**src/rtl/ctlp_pkg.sv**
```systemverilog
`timescale 1ns/1ps
// Shared constants and types for the serial control register port.
package ctlp_pkg;
    localparam int FRAME_W = 16;
    localparam int HDR_W   = 8;
    localparam int DATA_W  = 8;
    localparam int ADDR_W  = 5;
    localparam int CNT_W   = $clog2(FRAME_W + 1);

    localparam logic [1:0] DEV_ID = 2'b11;

    localparam logic [ADDR_W-1:0] A_CTRL  = 5'h00;
    localparam logic [ADDR_W-1:0] A_SETUP = 5'h02;
    localparam logic [ADDR_W-1:0] A_TXS   = 5'h03;
    localparam logic [ADDR_W-1:0] A_CS0   = 5'h04;

    localparam logic [3:0] RST_CTRL  = 4'hF;
    localparam logic [2:0] RST_SETUP = 3'h0;
    localparam logic [1:0] RST_TXS   = 2'h1;
    localparam logic [7:0] RST_CS0   = 8'h04;

    typedef struct packed {
        logic [1:0]        dev;
        logic              wr;
        logic [ADDR_W-1:0] addr;
    } hdr_t;
endpackage

```
**src/rtl/ctlp_sync.sv**
```systemverilog
`timescale 1ns/1ps
// Multi-stage synchroniser for a bundle of asynchronous inputs.
// Assumes each bit is independent and is stable for several clk periods.
module ctlp_sync #(
    parameter int           W      = 3,
    parameter int           STAGES = 2,
    parameter logic [W-1:0] RST_V  = '0
) (
    input  logic         clk,
    input  logic         rst_n,
    input  logic [W-1:0] d,
    output logic [W-1:0] q
);
    logic [W-1:0] stg [STAGES];

    // Shift the inputs through the flop chain.
    always_ff @(posedge clk) begin
        if (!rst_n) begin
            for (int i = 0; i < STAGES; i++) stg[i] <= RST_V;
        end else begin
            stg[0] <= d;
            for (int i = 1; i < STAGES; i++) stg[i] <= stg[i-1];
        end
    end

    assign q = stg[STAGES-1];
endmodule

```
**src/rtl/ctlp_shifter.sv**
```systemverilog
`timescale 1ns/1ps
// Word framing: counts and shifts host bits, raises a write strobe on a
// complete word, and serialises read data on falling serial clock edges.
// Assumes synchronised inputs and a serial clock well below clk/4.
module ctlp_shifter
    import ctlp_pkg::*;
(
    input  logic              clk,
    input  logic              rst_n,
    input  logic              sclk_s,
    input  logic              csn_s,
    input  logic              sdi_s,
    input  logic              three_wire,
    input  logic [DATA_W-1:0] rd_data,
    output logic [ADDR_W-1:0] rd_addr,
    output logic              wr_stb,
    output logic [ADDR_W-1:0] wr_addr,
    output logic [DATA_W-1:0] wr_data,
    output logic              sdo,
    output logic              sdo_oe,
    output logic [CNT_W-1:0]  bit_cnt
);
    localparam logic [CNT_W-1:0] CNT_FULL = CNT_W'(FRAME_W);
    localparam logic [CNT_W-1:0] CNT_HDR  = CNT_W'(HDR_W);

    logic               sclk_d, csn_d;
    logic [FRAME_W-1:0] sh;
    logic [DATA_W-1:0]  rsh;
    logic               rise, fall, cs_rise;
    hdr_t               hdr_now, hdr_fin;

    assign rise    = sclk_s & ~sclk_d;
    assign fall    = ~sclk_s & sclk_d;
    assign cs_rise = csn_s & ~csn_d;
    assign hdr_now = hdr_t'(sh[HDR_W-1:0]);
    assign hdr_fin = hdr_t'(sh[FRAME_W-1:FRAME_W-HDR_W]);
    assign rd_addr = hdr_now.addr;

    // Edge-detect history of the serial clock and select.
    always_ff @(posedge clk) begin
        if (!rst_n) begin
            sclk_d <= 1'b0;
            csn_d  <= 1'b1;
        end else begin
            sclk_d <= sclk_s;
            csn_d  <= csn_s;
        end
    end

    // Capture up to one word of input bits while selected.
    always_ff @(posedge clk) begin
        if (!rst_n) begin
            bit_cnt <= '0;
            sh      <= '0;
        end else if (csn_s) begin
            bit_cnt <= '0;
        end else if (rise && bit_cnt != CNT_FULL) begin
            sh      <= {sh[FRAME_W-2:0], sdi_s};
            bit_cnt <= bit_cnt + 1'b1;
        end
    end

    // Commit decision taken at the rising select edge.
    assign wr_stb  = cs_rise && (bit_cnt == CNT_FULL) &&
                     (hdr_fin.dev == DEV_ID) && hdr_fin.wr;
    assign wr_addr = hdr_fin.addr;
    assign wr_data = sh[DATA_W-1:0];

    // Launch read data on falling edges once the header is complete.
    always_ff @(posedge clk) begin
        if (!rst_n) begin
            sdo_oe <= 1'b0;
            sdo    <= 1'b0;
            rsh    <= '0;
        end else if (csn_s) begin
            sdo_oe <= 1'b0;
            sdo    <= 1'b0;
        end else if (fall && bit_cnt == CNT_HDR && hdr_now.dev == DEV_ID &&
                     !hdr_now.wr && !three_wire) begin
            sdo_oe <= 1'b1;
            sdo    <= rd_data[DATA_W-1];
            rsh    <= {rd_data[DATA_W-2:0], 1'b0};
        end else if (fall && sdo_oe && bit_cnt > CNT_HDR && bit_cnt < CNT_FULL) begin
            sdo    <= rsh[DATA_W-1];
            rsh    <= {rsh[DATA_W-2:0], 1'b0};
        end
    end
endmodule

```
**src/rtl/ctlp_regfile.sv**
```systemverilog
`timescale 1ns/1ps
// Register file with reset defaults, write decode and read mux.
// Assumes at most one write strobe per word; unknown addresses read zero.
module ctlp_regfile
    import ctlp_pkg::*;
#(
    parameter int CS_BITS = 42
) (
    input  logic               clk,
    input  logic               rst_n,
    input  logic               wr_stb,
    input  logic [ADDR_W-1:0]  wr_addr,
    input  logic [DATA_W-1:0]  wr_data,
    input  logic [ADDR_W-1:0]  rd_addr,
    output logic [DATA_W-1:0]  rd_data,
    output logic [3:0]         ctrl_q,
    output logic [2:0]         setup_q,
    output logic [1:0]         txs_q,
    output logic [CS_BITS-1:0] chan_stat
);
    localparam int CS_BYTES = (CS_BITS + 7) / 8;

    logic [7:0]            cs_arr [CS_BYTES];
    logic [8*CS_BYTES-1:0] cs_flat;

    // Control, setup and transmit-setup registers.
    always_ff @(posedge clk) begin
        if (!rst_n) begin
            ctrl_q  <= RST_CTRL;
            setup_q <= RST_SETUP;
            txs_q   <= RST_TXS;
        end else if (wr_stb) begin
            if (wr_addr == A_CTRL)  ctrl_q  <= wr_data[3:0];
            if (wr_addr == A_SETUP) setup_q <= wr_data[2:0];
            if (wr_addr == A_TXS)   txs_q   <= wr_data[1:0];
        end
    end

    for (genvar k = 0; k < CS_BYTES; k++) begin : g_cs
        localparam int         NB   = (CS_BITS - 8*k >= 8) ? 8 : CS_BITS - 8*k;
        localparam logic [7:0] MASK = 8'((9'd1 << NB) - 9'd1);
        localparam logic [7:0] RV   = (k == 0) ? RST_CS0 : 8'h00;
        logic [7:0] byte_q;

        // One channel-status byte, keeping only implemented bits.
        always_ff @(posedge clk) begin
            if (!rst_n)
                byte_q <= RV;
            else if (wr_stb && wr_addr == A_CS0 + ADDR_W'(k))
                byte_q <= wr_data & MASK;
        end

        assign cs_arr[k]         = byte_q;
        assign cs_flat[8*k +: 8] = byte_q;
    end

    assign chan_stat = cs_flat[CS_BITS-1:0];

    // Read mux: zero for holes and the reserved address.
    always_comb begin
        rd_data = '0;
        if (rd_addr == A_CTRL)  rd_data = {4'b0, ctrl_q};
        if (rd_addr == A_SETUP) rd_data = {5'b0, setup_q};
        if (rd_addr == A_TXS)   rd_data = {6'b0, txs_q};
        for (int k = 0; k < CS_BYTES; k++)
            if (rd_addr == A_CS0 + ADDR_W'(k)) rd_data = cs_arr[k];
    end
endmodule

```
**src/rtl/ctlp_port.sv**
```systemverilog
`timescale 1ns/1ps
// Serial control register port, top level: synchroniser, word framing
// and register file. Assumes the host serial clock runs below clk/8.
module ctlp_port
    import ctlp_pkg::*;
#(
    parameter int SYNC_STAGES = 2,
    parameter int CS_BITS     = 42
) (
    input  logic               clk,
    input  logic               rst_n,
    input  logic               sclk,
    input  logic               cs_n,
    input  logic               sdi,
    output logic               sdo,
    output logic               sdo_oe,
    output logic [1:0]         link_fmt,
    output logic               pwr_up,
    output logic               core_run,
    output logic               three_wire,
    output logic [1:0]         src_sel,
    output logic               smp_invalid,
    output logic               tx_en,
    output logic [CS_BITS-1:0] chan_stat
);
    logic              csn_s, sclk_s, sdi_s;
    logic [ADDR_W-1:0] rd_addr, wr_addr;
    logic [DATA_W-1:0] rd_data, wr_data;
    logic              wr_stb;
    logic [CNT_W-1:0]  bit_cnt;
    logic [3:0]        ctrl_q;
    logic [2:0]        setup_q;
    logic [1:0]        txs_q;

    ctlp_sync #(.W(3), .STAGES(SYNC_STAGES), .RST_V(3'b100)) u_sync (
        .clk(clk), .rst_n(rst_n),
        .d({cs_n, sclk, sdi}),
        .q({csn_s, sclk_s, sdi_s})
    );

    ctlp_shifter u_shift (
        .clk(clk), .rst_n(rst_n),
        .sclk_s(sclk_s), .csn_s(csn_s), .sdi_s(sdi_s),
        .three_wire(three_wire), .rd_data(rd_data), .rd_addr(rd_addr),
        .wr_stb(wr_stb), .wr_addr(wr_addr), .wr_data(wr_data),
        .sdo(sdo), .sdo_oe(sdo_oe), .bit_cnt(bit_cnt)
    );

    ctlp_regfile #(.CS_BITS(CS_BITS)) u_regs (
        .clk(clk), .rst_n(rst_n),
        .wr_stb(wr_stb), .wr_addr(wr_addr), .wr_data(wr_data),
        .rd_addr(rd_addr), .rd_data(rd_data),
        .ctrl_q(ctrl_q), .setup_q(setup_q), .txs_q(txs_q),
        .chan_stat(chan_stat)
    );

    assign link_fmt    = ctrl_q[3:2];
    assign pwr_up      = ctrl_q[1];
    assign core_run    = ctrl_q[0];
    assign three_wire  = setup_q[2];
    assign src_sel     = setup_q[1:0];
    assign smp_invalid = txs_q[1];
    assign tx_en       = txs_q[0];
endmodule

```
**config.mk**
```make
export PLATFORM = sky130hd
export DESIGN_NAME = ctlp_port
export DESIGN_NICKNAME = d
export VERILOG_FILES = /design/src/rtl/ctlp_pkg.sv /design/src/rtl/ctlp_sync.sv /design/src/rtl/ctlp_shifter.sv /design/src/rtl/ctlp_regfile.sv /design/src/rtl/ctlp_port.sv
export SDC_FILE = /design/constraint.sdc
export NUM_CORES = 1
export LEC_CHECK = 0
export ABC_AREA = 1
export BUFFER_PORTS_ARGS = -buffer_cell sky130_fd_sc_hd__buf_2
export CORE_MARGIN = 2
export CORE_UTILIZATION = 53
export DETAILED_ROUTE_END_ITERATION = 6
export PLACE_DENSITY_LB_ADDON = 0.25
export SETUP_SLACK_MARGIN = 0.3
export SYNTH_ARGS = -nofsm -noshare
export SYNTH_HDL_FRONTEND = slang
export SYNTH_SLANG_ARGS = --single-unit
```
**constraint.sdc**
```tcl
create_clock -name clk -period 3.6 [get_ports clk]
set_clock_uncertainty 0.2 [all_clocks]
set_input_delay 0.18 -clock clk [delete_from_list [all_inputs] [get_ports clk]]
set_output_delay 0.18 -clock clk [all_outputs]
set_load 0.01 [all_outputs]
```
# Word-level counts from Yosys, hierarchy flattened
# Memories as Yosys holds them, arrays and structs flattened.
# Cells that the tools add are included.
dict set report totals {
  ff_bits 84
  ram_bits 6
  inputBits 5
  output_inout_bits 53
  n_memories 1
}
# name words width rd rd_clocked_by_memory_dff wr line_no
set memory_table {}
lappend memory_table {u_sync.stg 2 3 2 0 2 ctlp_sync.sv:14} ;# logic [W-1:0] stg [STAGES];
dict set report classes {
  add_sub_neg 1
  order_cmp 2
  eq_ne 21
  mux 17
  bitwise_logic 10
  reduce_logical 28
}
# op n
set ops {}
lappend ops {{two-way mux 8 bit} 8}
lappend ops {{equality test 5 x 3 -> 1 bit, second input constant} 8}
lappend ops {{equality test 5 x 4 -> 1 bit, second input constant} 5}
lappend ops {{equality test 5 x 2 -> 1 bit, second input constant} 4}
lappend ops {{logical AND 1 bit} 17}
lappend ops {{two-way mux 4 bit} 3}
lappend ops {{zero test 5 bit} 2}
lappend ops {{AND reduction 2 bit} 5}
lappend ops {{two-way mux 3 bit} 2}
lappend ops {{adder 5 x 1 -> 5 bit, second input constant} 1}
lappend ops {{equality test 5 bit, second input constant} 1}
lappend ops {{greater-than comparator 5 x 4 -> 1 bit, second input constant} 1}
lappend ops {{< comparator 5 bit, second input constant} 1}
lappend ops {{!= test 5 bit, second input constant} 1}
lappend ops {{inverter 1 bit} 5}
lappend ops {{equality test 2 bit, second input constant} 2}
lappend ops {{two-way mux 1 bit} 4}
lappend ops {{AND 1 bit} 3}
lappend ops {{zero test 1 bit} 2}
lappend ops {{bitwise OR 1 bit} 2}
lappend ops {{nonzero test 2 bit} 1}
lappend ops {{OR reduction 2 bit} 1}

# Logic depth before layout (Yosys ltp)
dict set report logic_depth {
  depth_word 11
  ltp_mapped 12
  mapped_depth_nobuf 11
}

# Hierarchy
# A second synthesis with hierarchy kept.
dict set report unflattened {
  cells_unflattened 581
  area_unflattened_um2 4222.8
}
# module n_inst cells_each area_per_inst_um2
set by_module_without_submodules {}
lappend by_module_without_submodules {ctlp_regfile 1 341 2409.8}
lappend by_module_without_submodules {ctlp_shifter 1 219 1625.3}
lappend by_module_without_submodules {ctlp_sync 1 21 187.7}

# Worst setup path before layout
# OpenSTA, ideal clock, no wires.
dict set report synth_timing {
  kind {reg-to-reg}
  from {register u_shift.bit_cnt[0]}
  to {register u_regs.g_cs[0].byte_q[7]}
  t_arrival_ps 1524
  setup_slack_ps 1760
  path_stages_with_launch 13
  path_buffers 1
  path_cell_list {dfxtp_1 -> inv_1 -> ha_1 -> inv_1 -> nor2_4 -> nand3_2 -> inv_2 -> nand4_4 -> nor2_8 -> nand2_4 -> buf_6 -> o21ai_1 -> a21oi_1}
}
dict set report synth_between {
  elab_chain_len 5
}
# item line_no
set synth_rtl {}
lappend synth_rtl {{from (decl)} ctlp_shifter.sv:21} ;# output logic [CNT_W-1:0] bit_cnt
lappend synth_rtl {{from (signal assigned)} ctlp_shifter.sv:59} ;# bit_cnt <= bit_cnt + 1'b1;
lappend synth_rtl {{equality test 5 bit} ctlp_shifter.sv:64} ;# assign wr_stb = cs_rise && (bit_cnt == CNT_FULL) &&
lappend synth_rtl {{logical AND 1 bit (2 in series)} ctlp_shifter.sv:64}
lappend synth_rtl {{logical AND 1 bit} ctlp_shifter.sv:65} ;# (hdr_fin.dev == DEV_ID) && hdr_fin.wr;
lappend synth_rtl {{logical AND 1 bit} ctlp_regfile.sv:49} ;# else if (wr_stb && wr_addr == A_CS0 + ADDR_W'(k))
lappend synth_rtl {{to (signal assigned)} ctlp_regfile.sv:50} ;# byte_q <= wr_data & MASK;
lappend synth_rtl {{to (decl)} ctlp_regfile.sv:43} ;# logic [7:0] byte_q;
# No other way between the ends.
# A chain may end at the register's enable or synchronous reset.

# Worst setup path after layout
dict set report layout_timing {
  from {register u_shift.bit_cnt[0]}
  to {register u_shift.sh[13]}
}
dict set report layout_between {
  elab_chain_len 3
}
# item line_no
set layout_rtl {}
lappend layout_rtl {{!= test 5 bit} ctlp_shifter.sv:57} ;# end else if (rise && bit_cnt != CNT_FULL) begin
lappend layout_rtl {{logical AND 1 bit} ctlp_shifter.sv:57}
lappend layout_rtl {{AND reduction 2 bit (no source line)} n/a}
lappend layout_rtl {{to (signal assigned)} ctlp_shifter.sv:58} ;# sh <= {sh[FRAME_W-2:0], sdi_s};
lappend layout_rtl {{to (decl)} ctlp_shifter.sv:27} ;# logic [FRAME_W-1:0] sh;
# No other way between the ends.

==> results.yml <==
setup_path:
  cp.required_ns: 3.68
  cp.arrival_ns: 2.60
  cpMostUsedCell: "inv_1"
  worstPathMaxFanout: 32
  critPathBufInv: 3
  cpLargestDelayFamily: "simple AND/OR/NAND/NOR gates"
  cp-end-kind: "register"
  crit_cells: 10
  critPathLaunchType: "register"
  worstSetupPathType: "reg2reg"
  worstRegToRegCells: 10
  critPathMaxStageDelay_ns: 0.66
  crit_path_top_delay_cell: "nand2_1"
  r2r_start: "u_shift.bit_cnt[0]$_SDFFE_PP0P_"
  rrSetupSlack_ns: 1.08
  crit_chain: "inv_1 -> ha_1 -> inv_1 -> nor2_4 -> nand3_2 -> nand2_1 -> inv_1 -> nand2_1 -> o21ai_0 -> a21oi_1"
  r2r_end: "u_shift.sh[13]$_SDFFE_PN0P_"
routing:
  postRouteWirelength_mm: 9.98
  num_vias: 3633
  avgRoutedWirePerCell_um: 14.9
  dr.pass1.iters: 6
  drc: 0
  drt_iter0_drc: 293
  ant_nets: 0
  vias_per_cell: 5.42
synth:
  synth-seq-area-share: 0.459
  yosys_warnings: 0
  syn_area_um2: 3880
  syn_nets: 519
  syn_inst: 512
  syn_avg_cell_area_um2: 7.58
  ys_ff_latch: 89
  synth-async-reset-ratio: 0
  synth_top_flop_cell: "dfxtp_1"
  synth-edff-count: 0
  synthDistinctLibCells: 32
job:
  cap_viol_max_count: 0
min_path:
  min_from: "u_sync.stg[0][2]$_SDFF_PN1_"
  holdPathStages: 1
  hold_class: "reg2reg"
  whs_endpoint: "u_sync.stg[0][5]$_SDFF_PN1_"
clock_tree:
  cts_sinks: 89
  cts_root_buf: "clkbuf_8"
  path_clk_slew_ns: 0.09
  cts_made_buffers: 9
  post_cts_resized: 0
  clk_latency_ns: 0.36
  htreeDepth: 3
  clockBufferDepth: 2
  tritoncts: "yes"
finish:
  nets: 573
  syn2layout_area_growth_pct: 16.1
  instances_no_fill: 670
  drive_gt1_frac: 0.170
  diodes: 0
floorplan:
  die_w_um: 89.5
  io_pins: 58
  start_util: 0.541
  die-area_um2: 8020
  fp.coreArea_um2: 7180
  rows: 31
  die_h_um: 89.5
timing:
  totalNegativeSetupSlack_ns: 0
  worst_slew_pin_slew_ns: 0.886
  rsz0062_at_grt: "no"
  setup_viol: 0
  post-route-min-period_ns: 2.52
  fmax_mhz: 398
  whs_ns: 0.218
  fin_crit_sh: 0.699
  drv_slew: 0
  hold_viol_final: 0
  max_slew_margin: 0.408
power:
  leakage_nw: 2.05
  p_per_area_nw_per_um2: 439
  ir_drop_v: 0.000264
global_routing:
  grt_pass1_wl_mm: 16.1
  grt_usage: 0.262
  grt_pass1_vias: 3283
  antenna_found_initial: 0
  grt_overflow: 0
  grt_max_degree: 77
run_status:
  status: "complete, no violations"
placed_design:
  place_hpwl_mm: 6.98
  port_buffers: 57
  place_inst: 650
  place_congestion: 0.911
cells in the mapped netlist, types with 3 or more instances:
| cell type | n | share of area |
|---|---|---|
| o221ai_1 | 4 | 0.0090 |
| nor2_1 | 44 | 0.043 |
| buf_6 | 4 | 0.012 |
| nand3_1 | 10 | 0.013 |
| buf_2 | 6 | 0.0077 |
| o211ai_1 | 5 | 0.0097 |
| dfxtp_1 | 89 | 0.46 |
| nand3_2 | 3 | 0.0077 |
| clkbuf_1 | 8 | 0.0077 |
| o21ai_1 | 8 | 0.010 |
| nand2_4 | 4 | 0.012 |
| inv_1 | 81 | 0.078 |
| nor3_2 | 4 | 0.010 |
| inv_2 | 3 | 0.0029 |
| nand2_1 | 54 | 0.052 |
| o21ai_0 | 74 | 0.095 |
| a21oi_1 | 79 | 0.10 |
| nand4_1 | 13 | 0.021 |
worst register-to-register path: stages (launching register included):
cell and delay (ns):
dfxtp_1 0.33, inv_1 0.10, ha_1 0.16, inv_1 0.06, nor2_4 0.15, nand3_2 0.13
nand2_1 0.19, inv_1 0.08, nand2_1 0.66, o21ai_0 0.22, a21oi_1 0.17
logic make-up (layout without fill, tap and decap cells):
group	after synthesis	after routing	share of synthesized area
AO/OA/AOI/OAI	174	174	0.235
AND/OR/NAND/NOR	143	143	0.187
buffers and inverters	103	162	0.109
flip-flops	89	89	0.459
adder cells (fa/ha/maj)	2	2	0.00645
XOR/XNOR	1	1	0.00226
per-stage QoR:
step / area, um2 / setup WS, ns / utilization / total power (W)
finish: 4500 / 1.08 / 0.628 / 0.00197
global route: 4500 / 0.774 / 0.628 / 0.00203
CTS: 4500 / 1.15 / 0.628 / 0.00198
detailed placement: 4190 / 1.18 / 0.583 / 0.00107
global placement: 4190 / 1.41 / 0.583 / 0.00107
floorplan: 3880 / 1.76 / - / 0.00106
sequential cells by signal, indices dropped and copies added (netlist names):
register            cells
u_regs.ctrl_q           4
u_regs.g_cs.byte_q     42
u_regs.setup_q          3
u_regs.txs_q            2
u_shift.bit_cnt         5
u_shift.csn_d           1
u_shift.rsh             7
u_shift.sclk_d          1
u_shift.sdo             1
u_shift.sdo_oe          1
u_shift.sh             16
u_sync.stg              6
final cells by class:
type                            count  area [um2]
Multi-Input combinational cell    320        1670
Clock buffer                       11         151
Clock inverter                      5         125
Fill cell                         629        2670
Sequential cell                    89        1780
Timing Repair Buffer               62         333
Inverter                           84         315
Tap cell                           99         124
power breakdown:
part	internal [W]	leakage (nW)	switching, W
clock network	0.000568	0.140	0.000354
registers	0.000989	0.719	0.00000648
logic	0.0000182	1.19	0.0000378
worst max path at each step:
stage / from / endpoint
floorplan: u_shift.bit_cnt[0]$_SDFFE_PP0P_ / u_regs.g_cs[0].byte_q[7]$_SDFFE_PN0P_
global placement: u_shift.bit_cnt[0]$_SDFFE_PP0P_ / u_shift.sh[13]$_SDFFE_PN0P_
detailed placement: u_shift.bit_cnt[0]$_SDFFE_PP0P_ / u_shift.sh[13]$_SDFFE_PN0P_
CTS: u_shift.bit_cnt[0]$_SDFFE_PP0P_ / u_shift.sh[13]$_SDFFE_PN0P_
global route: u_shift.bit_cnt[0]$_SDFFE_PP0P_ / u_shift.sh[6]$_SDFFE_PN0P_
finish: u_shift.bit_cnt[0]$_SDFFE_PP0P_ / u_shift.sh[13]$_SDFFE_PN0P_
routing by layer:
layer  GRT usage  part of all wire  wire [um]
met1       0.339              0.44       4380
met2       0.435              0.48       4760
met3      0.0351             0.050        500
met4       0.118             0.034        340
met5           0                 0          0
repair_timing:
item	CTS	global route
endpoints found under the hold margin	4	0
hold buffers	4	0
setup buffers	0	0
setup endpoints to repair	0	0
layout by cell type (no fill, tap or decap), types with 2 or more instances in the layout:
| cell | Yosys | routed |
|---|---|---|
| ha_1 | 2 | 2 |
| nor2_1 | 44 | 44 |
| buf_2 | 6 | 57 |
| dlygate4sd3_1 | 0 | 4 |
| inv_2 | 3 | 3 |
| or2_2 | 2 | 2 |
| o21ai_0 | 74 | 74 |
| a21oi_1 | 79 | 79 |
| inv_1 | 81 | 81 |
| nand3_2 | 3 | 3 |
| nand4_1 | 13 | 13 |
| nor2_4 | 2 | 2 |
| a211oi_1 | 2 | 2 |
| nand2_1 | 54 | 54 |
| nand3_1 | 10 | 10 |
| o221ai_1 | 4 | 4 |
| o211ai_1 | 5 | 5 |
| clkbuf_8 | 0 | 11 |
| dfxtp_1 | 89 | 89 |
| o21ai_1 | 8 | 8 |
| nor3_2 | 4 | 4 |
| nor3_1 | 2 | 2 |
| nand2_4 | 4 | 4 |
| bufinv_16 | 0 | 4 |
Power figures use the tool's default switching activity.
